## config.mk

```make
export PLATFORM = sky130hd
export DESIGN_NAME = btg_exec_unit
export DESIGN_NICKNAME = d
export VERILOG_FILES = /design/src/rtl/btg_pkg.sv /design/src/rtl/btg_decode.sv /design/src/rtl/btg_addr_gen.sv /design/src/rtl/btg_sequencer.sv /design/src/rtl/btg_exec_unit.sv
export SDC_FILE = /design/constraint.sdc
export NUM_CORES = 1
export LEC_CHECK = 0
export ABC_CLOCK_PERIOD_IN_PS = 900
export BUFFER_PORTS_ARGS = -buffer_cell sky130_fd_sc_hd__buf_4
export CAP_MARGIN = 20
export CORE_MARGIN = 2
export CORE_UTILIZATION = 25
export CTS_CLUSTER_SIZE = 12
export DETAILED_ROUTE_END_ITERATION = 12
export HOLD_SLACK_MARGIN = 0.08
export SLEW_MARGIN = 10
export SYNTH_ARGS = -nofsm -noshare
export SYNTH_HDL_FRONTEND = slang
export SYNTH_SLANG_ARGS = --single-unit
```

## constraint.sdc

```tcl
create_clock -name clk -period 0.9 [get_ports clk]
set_clock_uncertainty 0.05 [all_clocks]
set_input_delay 0 -clock clk [delete_from_list [all_inputs] [get_ports clk]]
set_output_delay 0 -clock clk [all_outputs]
set_load 0.02 [all_outputs]
```

## src/rtl/btg_pkg.sv

```systemverilog
package btg_pkg;
  typedef enum logic [2:0] {
    PH_IDLE   = 3'd0,
    PH_DECODE = 3'd1,
    PH_READ   = 3'd2,
    PH_PROC   = 3'd3,
    PH_WRITE  = 3'd4,
    PH_DONE   = 3'd5
  } phase_t;

  localparam logic [3:0] OPC_TOGGLE = 4'b0111;
  localparam logic [7:0] LIT_LIMIT  = 8'h5F;
endpackage

```

## src/rtl/btg_decode.sv

```systemverilog
module btg_decode #(
  parameter int DATA_W = 8,
  parameter int FILE_W = 8,
  parameter int INSTR_W = 16
) (
  input  logic [INSTR_W-1:0]         instr,
  output logic                       is_toggle,
  output logic                       bank_mode,
  output logic [FILE_W-1:0]          file_addr,
  output logic [DATA_W-1:0]          bit_mask
);
  import btg_pkg::*;
  localparam int BIT_W = $clog2(DATA_W);

  logic [BIT_W-1:0] bit_idx;

  assign is_toggle = (instr[INSTR_W-1 -: 4] == OPC_TOGGLE);
  assign bit_idx   = instr[FILE_W+1 +: BIT_W];
  assign bank_mode = instr[FILE_W];
  assign file_addr = instr[FILE_W-1:0];

  for (genvar i = 0; i < DATA_W; i++) begin : g_mask
    assign bit_mask[i] = (bit_idx == BIT_W'(i));
  end
endmodule

```

## src/rtl/btg_addr_gen.sv

```systemverilog
module btg_addr_gen #(
  parameter int BANK_W = 3,
  parameter int FILE_W = 8
) (
  input  logic                     bank_mode,
  input  logic                     ext_en,
  input  logic [FILE_W-1:0]        file_addr,
  input  logic [BANK_W-1:0]        bank_sel,
  input  logic [BANK_W+FILE_W-1:0] index_reg,
  output logic [BANK_W+FILE_W-1:0] addr
);
  import btg_pkg::*;
  localparam int ADDR_W = BANK_W + FILE_W;

  logic [ADDR_W-1:0] indexed_sum;
  logic              low_half;

  assign indexed_sum = index_reg + {{BANK_W{1'b0}}, file_addr};
  assign low_half    = (file_addr <= FILE_W'(LIT_LIMIT));

  always_comb begin
    if (bank_mode) begin
      addr = {bank_sel, file_addr};
    end else if (ext_en && low_half) begin
      addr = indexed_sum;
    end else if (low_half) begin
      addr = {{BANK_W{1'b0}}, file_addr};
    end else begin
      addr = {{BANK_W{1'b1}}, file_addr};
    end
  end
endmodule

```

## src/rtl/btg_sequencer.sv

```systemverilog
module btg_sequencer (
  input  logic              clk,
  input  logic              rst_n,
  input  logic              go,
  output btg_pkg::phase_t   phase
);
  import btg_pkg::*;

  phase_t phase_d;

  always_comb begin
    phase_d = phase;
    case (phase)
      PH_IDLE:   if (go) phase_d = PH_DECODE;
      PH_DECODE: phase_d = PH_READ;
      PH_READ:   phase_d = PH_PROC;
      PH_PROC:   phase_d = PH_WRITE;
      PH_WRITE:  phase_d = PH_DONE;
      PH_DONE:   phase_d = PH_IDLE;
      default:   phase_d = PH_IDLE;
    endcase
  end

  always_ff @(posedge clk or negedge rst_n) begin
    if (!rst_n) phase <= PH_IDLE;
    else        phase <= phase_d;
  end

  AST_PHASE_ORDER: assert property (@(posedge clk) disable iff (!rst_n)
    (phase == PH_WRITE) |-> ($past(phase) == PH_PROC));
  AST_DECODE_ENTRY: assert property (@(posedge clk) disable iff (!rst_n)
    (phase == PH_DECODE) |-> ($past(phase) == PH_IDLE));
endmodule

```

## src/rtl/btg_exec_unit.sv

```systemverilog
module btg_exec_unit #(
  parameter int BANK_W  = 3,
  parameter int FILE_W  = 8,
  parameter int DATA_W  = 8,
  parameter int INSTR_W = 16,
  localparam int ADDR_W = BANK_W + FILE_W
) (
  input  logic               clk,
  input  logic               rst_n,
  input  logic               start,
  input  logic [INSTR_W-1:0] instr,
  input  logic               ext_en,
  input  logic [BANK_W-1:0]  bank_sel,
  input  logic [ADDR_W-1:0]  index_reg,
  output logic [ADDR_W-1:0]  mem_addr,
  output logic               mem_rd_en,
  input  logic [DATA_W-1:0]  mem_rdata,
  output logic               mem_wr_en,
  output logic [DATA_W-1:0]  mem_wdata,
  output logic               busy,
  output logic               done
);
  import btg_pkg::*;

  logic [1:0]        rst_sync;
  logic              core_rst_n;
  logic              is_toggle;
  logic              bank_mode;
  logic [FILE_W-1:0] file_addr;
  logic [DATA_W-1:0] mask_n;
  logic [ADDR_W-1:0] addr_n;
  logic              accept;
  phase_t            phase;

  logic [ADDR_W-1:0] addr_q;
  logic [DATA_W-1:0] mask_q;
  logic [DATA_W-1:0] data_q;
  logic              cap_en;
  logic              proc_en;

  always_ff @(posedge clk or negedge rst_n) begin
    if (!rst_n) rst_sync <= 2'b00;
    else        rst_sync <= {rst_sync[0], 1'b1};
  end
  assign core_rst_n = rst_sync[1];

  btg_decode #(.DATA_W(DATA_W), .FILE_W(FILE_W), .INSTR_W(INSTR_W)) u_decode (
    .instr     (instr),
    .is_toggle (is_toggle),
    .bank_mode (bank_mode),
    .file_addr (file_addr),
    .bit_mask  (mask_n)
  );

  btg_addr_gen #(.BANK_W(BANK_W), .FILE_W(FILE_W)) u_addr (
    .bank_mode (bank_mode),
    .ext_en    (ext_en),
    .file_addr (file_addr),
    .bank_sel  (bank_sel),
    .index_reg (index_reg),
    .addr      (addr_n)
  );

  assign accept = start && is_toggle && (phase == PH_IDLE);

  btg_sequencer u_seq (
    .clk   (clk),
    .rst_n (core_rst_n),
    .go    (accept),
    .phase (phase)
  );

  assign cap_en  = accept;
  assign proc_en = (phase == PH_PROC);

  always_ff @(posedge clk or negedge core_rst_n) begin
    if (!core_rst_n) begin
      addr_q <= '0;
      mask_q <= '0;
    end else if (cap_en) begin
      addr_q <= addr_n;
      mask_q <= mask_n;
    end
  end

  always_ff @(posedge clk or negedge core_rst_n) begin
    if (!core_rst_n)  data_q <= '0;
    else if (proc_en) data_q <= mem_rdata ^ mask_q;
  end

  assign mem_addr  = addr_q;
  assign mem_wdata = data_q;
  assign mem_rd_en = (phase == PH_READ);
  assign mem_wr_en = (phase == PH_WRITE);
  assign done      = (phase == PH_DONE);
  assign busy      = (phase != PH_IDLE);

  AST_RD_TO_WR: assert property (@(posedge clk) disable iff (!core_rst_n)
    mem_rd_en |-> ##2 mem_wr_en);
  AST_SAME_ADDR: assert property (@(posedge clk) disable iff (!core_rst_n)
    mem_wr_en |-> (mem_addr == $past(mem_addr, 2)));
  AST_ONE_BIT_FLIP: assert property (@(posedge clk) disable iff (!core_rst_n)
    mem_wr_en |-> ($countones(mem_wdata ^ $past(mem_rdata)) == 1));
  AST_DONE_AFTER_WR: assert property (@(posedge clk) disable iff (!core_rst_n)
    mem_wr_en |=> done);
  AST_DONE_PULSE: assert property (@(posedge clk) disable iff (!core_rst_n)
    done |=> (!done && !busy));
  AST_BUSY_HOLD: assert property (@(posedge clk) disable iff (!core_rst_n)
    (busy && !done) |=> busy);
  AST_RESET_QUIET: assert property (@(posedge clk)
    !core_rst_n |-> (!busy && !mem_rd_en && !mem_wr_en && !done));
endmodule

```

After elaboration in Yosys (flattened, before gate mapping):

Index checks and enable logic that the tools add are counted.

* input bits: 42
* word-level logic and storage cells: 33
* bits in registers: 32

* $add $sub $neg: 1
* mux-type cells: 5
* bitwise operators: 1
* reduce and logical (&&, ||, !) cells: 6
* equality and inequality tests: 14
* $lt $le $gt $ge: 1

Operators with widths (count)
* $mux W11: 3
* $eq A3 B3 Y1 const B: 6
* $pmux W3 S5: 1
* $eq A3 B2 Y1 const B: 4
* $add A11 B8 Y11: 1
* $le A8 B7 Y1 const B: 1
* $xor A8 B8 Y8: 1
* $eq A3 B1 Y1 const B: 2
* $logic_not A3 Y1: 2
* $eq A4 B3 Y1 const B: 1
* $logic_and A1 B1 Y1: 3
* $mux W3: 1
* $reduce_bool A3 Y1: 1
* $ne A2 B2 Y1 const B: 1

Logic depth before layout (Yosys ltp):

Gate-level depths: netlist (run 1).

* depth after elaboration: 5
* depth in mapped cells: 9
* depth with buffers taken out: 9

Cells and area by module:

From an unflattened synthesis (run 1), not the netlist that was laid out.

* cell total of the unflattened synthesis: 192
* area, all modules: 1995.7 um2

By module, submodules not included
* btg_exec_unit: instances 1, area an instance 1167.4 um2, seq. area each 725.7 um2, cells an instance 83
* btg_addr_gen: instances 1, area an instance 569.3 um2, seq. area each 0.0 um2, cells an instance 81
* btg_decode: instances 1, area an instance 142.6 um2, seq. area each 0.0 um2, cells an instance 18
* btg_sequencer: instances 1, area an instance 116.4 um2, seq. area each 75.1 um2, cells an instance 10

Worst setup path before layout (run 1):

Ideal clock, no wire load.

* kind: flip-flop to flip-flop
* start point: register u_seq.phase[1]
* end point: register mask_q[0]
* slack: -0.811 ns
* path buffers: 3
* data required time: 0.716 ns
* stages on the path, launching flop included: 8
* arrival: 1.527 ns
* setup time: 0.134 ns
* period minus slack after synthesis: 1.711 ns
* cells stage by stage: dfrtp_1 buf_6 or3_4 or2_1 buf_6 buf_6 nand2_2 o41ai_2

* longest elaborated chain between the ends: 2

RTL lines
* start, declared: line btg_sequencer.sv:5 `output btg_pkg::phase_t phase`
* start signal, assigned: line btg_sequencer.sv:26 `else phase <= phase_d;`
* $logic_not A3 Y1: line btg_exec_unit.sv:64 `assign accept = start && is_toggle && (phase == PH_IDLE);`
* $logic_and A1 B1 Y1: line btg_exec_unit.sv:64
* end signal, assigned: line btg_exec_unit.sv:82 `mask_q <= mask_n;`
* end, declared: line btg_exec_unit.sv:36 `logic [DATA_W-1:0] mask_q;`

No other way between the ends.
A chain may end at the register's enable or synchronous reset.

Worst setup path after layout (run 1):

* start point: register u_seq.phase[1]
* end point: register addr_q[8] (netlist: mem_addr[8])

* longest elaborated chain between the ends: 2

RTL lines
* $logic_not A3 Y1: line btg_exec_unit.sv:64
* $logic_and A1 B1 Y1: line btg_exec_unit.sv:64
* end signal, assigned: line btg_exec_unit.sv:81 `addr_q <= addr_n;`
* end, declared: line btg_exec_unit.sv:35 `logic [ADDR_W-1:0] addr_q;`

No other way between the ends.

==> out/metrics.csv, run 1 <==
metric,value,unit
htreeDepth,2,
r2r_start,u_seq.phase[1]$_DFFE_PN0P_,
synth-edff-count,0,
num-nets-final,392,
drive_above_1_share,0.5439,
cts_tree,yes,
crit_arrival,1730,ps
total_leakage_power,1.693,nW
cts.sinks,32,
die_y,92.33,um
gp_congestion,0.8983,
clkTransAtPathRegs,60,ps
fmax,622.1,MHz
drt_iter0_drc,40,
initial_core_util,0.2551,
grt.total_usage,0.1251,
rsz0062_at_grt,true,
synthDistinctLibCells,45,
period_share,1.786,
crit_path_max_fanout,2,
hold_violations,5,
startpoint,u_seq.phase[1]$_DFFE_PN0P_,
core,7647,um^2
synthArstFlopShare,1.000,
r2r-end,mem_addr[8]$_DFFE_PN0P_,
setup_slack,-707.6,ps
synth_mux_area_frac,0.005131,
via_per_inst,4.491,
period_minus_slack,1608,ps
syn_avg_cell_area,9.562,um^2
cp.required,1020,ps
setup_viol,34,
cts.path.max_buffers,2,
grt_max_degree,20,
antennaDiodeCount,0,
ant_nets,0,
holdWs,-42.94,ps
hold-path-endpoint,mask_q[5]$_DFFE_PN0P_,
final_common_cell,buf_4,
synth_top_family_by_area,compound AO/OA/AOI/OAI gates,
violations,"hold timing, setup timing",
tns,-18860,ps
row_count,32,
synth-compound-area-share,0.2187,
numCtsBuffers,5,
min-delay-start,instr[10],
status,finished with violations,
hpwl,3929,um
ys.flop_type,dfrtp_1,
root_buffer,clkbuf_8,
synth_warnings,0,
die_w,92.33,um
critical_path_class,reg2reg,
grt_pass1_wl,8576,um
start_kind,flip-flop,
num_vias,1994,
drt-total-wl,5686,um
final_area,3628,um^2
synth_xor_area_frac,0.06286,
p_per_area,2252,nW/um^2
syn_inst,204,
area_growth,86.02,%
synth_nets,255,
placed_cell_area,2805,um^2
wl_per_cell,12.81,um
rrSetupSlack,-710,ps
synth_fa_ha_area_frac,0.06158,
layout_common_cells,"85 x buf_4, 31 x dfrtp_1, 27 x buf_6, 24 x dlygate4sd3_1, 17 x o21ai_2",
yosys.area_share.simple,0.1879,
hold_class,in2reg,
max-cap-violations,0,
antenna_found_initial,0,
endpoint_kind,flip-flop,
ios,65,
drc_errors,0,
dieArea,8525,um^2
overflow,0,
hold_path_depth,2,
firstDrtPassIters,4,
netlist_area,1951,um^2
synth-seq-cells,32,
r2r_cells,6,
clock_latency,280,ps
seq_area_frac_synth,0.4105,
port_buffers,64,
grt_pass1_vias,1910,
slew_viol_final,0,
vdd_drop_max,0.6972,mV
## registers in the layout, indices dropped and copies added, names as in the netlist
| register | flops |
|---|---|
| mem_wdata | 8 |
| u_seq.phase | 3 |
| mem_addr | 11 |
| rst_sync | 2 |
| mask_q | 8 |
## what timing repair did
| item | 4_1_cts | 5_1_grt |
|---|---|---|
| gates cloned | 1 | 4 |
| buffers inserted | 0 | 13 |
| endpoints found under the setup margin | 35 | 48 |
| hold buffers | 22 | 2 |
| pin swaps | 3 | 22 |
| endpoints found under the hold margin | 29 | 8 |
| gates resized for setup | 18 | 64 |
## cells in the mapped netlist (2+ instances only)
library cell / number / area (um^2)
nor3b_1: 3 / 22.52
nor2_1: 11 / 41.29
buf_6: 3 / 33.78
o21ai_0: 14 / 70.07
a21o_1: 5 / 37.54
clkbuf_1: 4 / 15.01
dfrtp_1: 32 / 800.8
nand3_1: 6 / 30.03
o21ai_2: 8 / 70.07
o41ai_2: 4 / 65.06
and4b_1: 2 / 20.02
nand2_2: 5 / 31.28
inv_1: 6 / 22.52
nand2_1: 25 / 93.84
nand2b_1: 3 / 18.77
nand3b_1: 3 / 22.52
o211ai_1: 2 / 15.01
a21oi_1: 20 / 100.1
a31oi_1: 3 / 18.77
xor2_1: 2 / 17.52
xnor2_1: 12 / 105.1
ha_1: 8 / 100.1
## worst max path at each step
stage | endpoint | slack (ps) | cells past startpoint
floorplan | mask_q[0]$_DFFE_PN0P_ | -790 | 7
global placement | mem_addr[8]$_DFFE_PN0P_ | -750 | 8
detailed placement | mem_addr[8]$_DFFE_PN0P_ | -770 | 10
CTS | mask_q[4]$_DFFE_PN0P_ | -710 | 4
global route | mem_addr[10]$_DFFE_PN0P_ | -760 | 8
finish | mem_addr[8]$_DFFE_PN0P_ | -710 | 6
## stage by stage
stage | power [mW] | setup slack (ps) | std cells | utilization
after floorplan | 4.204 | -785.1 | 204 | -
after global placement | 5.526 | -747.6 | 396 | 0.3668
after detailed placement | 5.590 | -765.6 | 396 | 0.3668
after CTS | 6.985 | -705.6 | 427 | 0.4210
after global routing | 8.669 | -759.9 | 444 | 0.4745
final | 8.171 | -707.6 | 444 | 0.4745
## power breakdown
| group | total, mW | switching (mW) | internal [mW] |
|---|---|---|---|
| logic | 4.62 | 2.09 | 2.53 |
| clock network | 1.13 | 0.503 | 0.623 |
| registers | 2.42 | 0.442 | 1.98 |
## cell type report
cell class	instances	area, um^2
well taps	102	127.6
flip-flops and latches	32	802.0
clock buffers	8	90.09
multi-input cells	156	1306
inverters	6	22.52
fillers	727	4019
repair buffers	140	1280
## kinds of logic (layout without fill, tap and decap cells)
logic type / after synthesis / after routing
muxes: 1 / 1
DFF: 32 / 32
adders and majority gates: 9 / 9
buffers and inverters: 16 / 154
AOI/OAI and AO/OA: 62 / 62
and+or+nand+nor: 69 / 69
xor gates and xnor gates: 14 / 14
other: 1 / 1
## per-layer routing
layer	track usage	vias up	wire length (um)
li1	-	999	-
met2	0.2202	41	3112
met5	0	-	0
met4	0.04104	0	81
met1	0.1478	949	2259
met3	0.03255	5	232
## critical path, cell delays in order, from the launching register on
cell	delay, ps
dfrtp_1	380
or3_4	400
buf_6	130
nor2_4	120
o21ai_2	80
a21o_1	170
o22a_1	150
Power figures use the tool's default switching activity.
==> run 2: changes to the inputs <==
- ABC_CLOCK_PERIOD_IN_PS: 900 -> 1800
- RECOVER_POWER: default -> 50
- clock period: 0.9 -> 1.8 ns (I/O delays scaled with it)
==> run 2 against run 1 <==
  * The run now ends clean
  * Sequential share of layout area grew 6.0 points
  * Design area shrank 21%
  * Highest routed layer unchanged
  * Total power shrank 62%
  * Cell count shrank 9.0%
  * Clock power shrank 52%
  * Via count shrank 13%
  * Register-to-register slack gained 870 ps
==> out/metrics.csv, run 2 (synthesis gave the netlist of run 1 again) <==
metric,value,unit,change
ctsResizeCount,0,,-18
overflow,0,,unchanged
grt_pass1_wl,7983,um,-6.9%
slew_headroom,0.6052,,
hpwl,3612,um,-8.1%
start_kind,flip-flop,,
numCtsBuffers,5,,unchanged
die_w,92.33,um,unchanged
final_area,2849,um^2,-21%
fmax,612.0,MHz,-1.6%
total_power,3.073,mW,-62%
drive_above_1_share,0.2781,,-0.2657
root_buffer,clkbuf_8,,
grt_pass1_vias,1698,,-11%
final_common_cell,buf_4,,
hold_class,in2reg,,
worstMarginPinSlew,592.2,ps,
core,7647,um^2,unchanged
largest_reg_flops,11,,unchanged
cts.sinks,32,,unchanged
vdd_drop_max,0.2556,mV,-63%
die_y,92.33,um,unchanged
hold_buffers,26,,+18%
busiest_layer,met2,,
antennaDiodeCount,0,,unchanged
drt_iter0_drc,23,,-43%
critical_path_class,reg2reg,,
clock_latency,280,ps,about the same
wl_per_cell,11.43,um,-11%
grt_max_degree,27,,+35%
cts_tree,yes,,
num_vias,1741,,-13%
slew_viol_final,0,,unchanged
post_cts.repair.setup_buffers,0,,unchanged
period_minus_slack,1634,ps,+26.46 ps
initial_core_util,0.2551,,unchanged
status,completed,,
drt-total-wl,4617,um,-19%
htreeDepth,2,,unchanged
crit_arrival,1760,ps,+30 ps
firstDrtPassIters,4,,unchanged
met1_usage,0.1442,,-0.003637
row_count,32,,unchanged
crit_path_max_fanout,26,,+24
max-cap-violations,0,,unchanged
via_per_inst,4.309,,-4.0%
hold_path_depth,4,,+2
nFillCells,801,,+10%
placed_cell_area,2569,um^2,-8.4%
cts.path.max_buffers,2,,unchanged
layout_common_cells,"54 x buf_4, 32 x dfrtp_1, 26 x dlygate4sd3_1, 25 x nand2_1, 20 x a21oi_1",,
gp_congestion,0.8027,,-11%
port_buffers,64,,unchanged
hold_violations,0,,-5
antenna_found_initial,0,,unchanged
holdWs,88.29,ps,+131.2 ps
rsz0062_at_grt,false,,
grt.total_usage,0.1154,,-0.009717
ant_nets,0,,unchanged
endpoint_kind,flip-flop,,
num-nets-final,352,,-10%
grt.met2_usage,0.1953,,-0.02494
gr-usage-met3,0.02116,,-0.01139
p_per_area,1079,nW/um^2,-52%
total_leakage_power,1.309,nW,-23%
drc_errors,0,,unchanged
period_share,0.9078,,-0.8784
clkTransAtPathRegs,70,ps,about the same
area_growth,46.06,%,
rrSetupSlack,170,ps,+870 ps
r2r_cells,4,,-2
cp.required,1920,ps,+900 ps
ios,65,,unchanged
dieArea,8525,um^2,unchanged
setup_viol,0,,-100%
## run 2: power by group
group / total, mW / switching [mW] / internal (mW) / leakage [nW]
clock: 0.542 / 0.273 / 0.269 / 0.0479
combinational: 1.39 / 0.801 / 0.585 / 0.852
sequential: 1.15 / 0.156 / 0.989 / 0.409
total: 3.07 / 1.23 / 1.84 / 1.31
## run 2: layout make-up
class                   instances  area [um^2]  share of cell area
clock buffers                   5        68.82             0.02415
well taps                     102        127.6             0.04480
multi-input cells             156         1050              0.3685
repair buffers                100        760.7              0.2670
flip-flops and latches         32        800.8              0.2811
inverters                       6        22.52            0.007905
clock inverters                 3        18.77            0.006588
## run 2: path summary, 6_finish.rpt
kind,startpoint,to
max,u_seq.phase[2]$_DFFE_PN0P_,mask_q[5]$_DFFE_PN0P_
max in group asynchronous,rst_sync[1]$_DFF_PN0_,mem_addr[3]$_DFFE_PN0P_
min in group asynchronous,rst_sync[1]$_DFF_PN0_,mask_q[4]$_DFFE_PN0P_
min,index_reg[0],mem_addr[0]$_DFFE_PN0P_
min reg2reg,rst_sync[1]$_DFF_PN0_,mask_q[4]$_DFFE_PN0P_
max reg2reg,u_seq.phase[2]$_DFFE_PN0P_,mask_q[5]$_DFFE_PN0P_
## run 2: routing by layer
metal / vias to the layer above / share of wire / wire length, um
met2: 39 / 0.50 / 2291
met1: 783 / 0.44 / 2051
met5: - / 0 / 0
met3: 4 / 0.047 / 218
met4: 0 / 0.012 / 56
li1: 915 / - / -
## run 2: metrics by stage
stage	utilization	std cells	setup TNS (ps)	worst slack, ps
6_report	0.3725	404	0	166.0
5_1_grt	0.3725	404	0	104.1
4_1_cts	0.3814	404	0	161.3
3_5_place_dp	0.3359	370	-11.93	-11.93
3_3_place_gp	0.3359	370	0	16.65
2_1_floorplan	-	204	0	88.83
## run 2: worst max-delay path: stages, from the launching register on
cell and delay (ps):
dfrtp_1 380, or3_4 420, or2_1 280, buf_12 180, o41ai_2 220
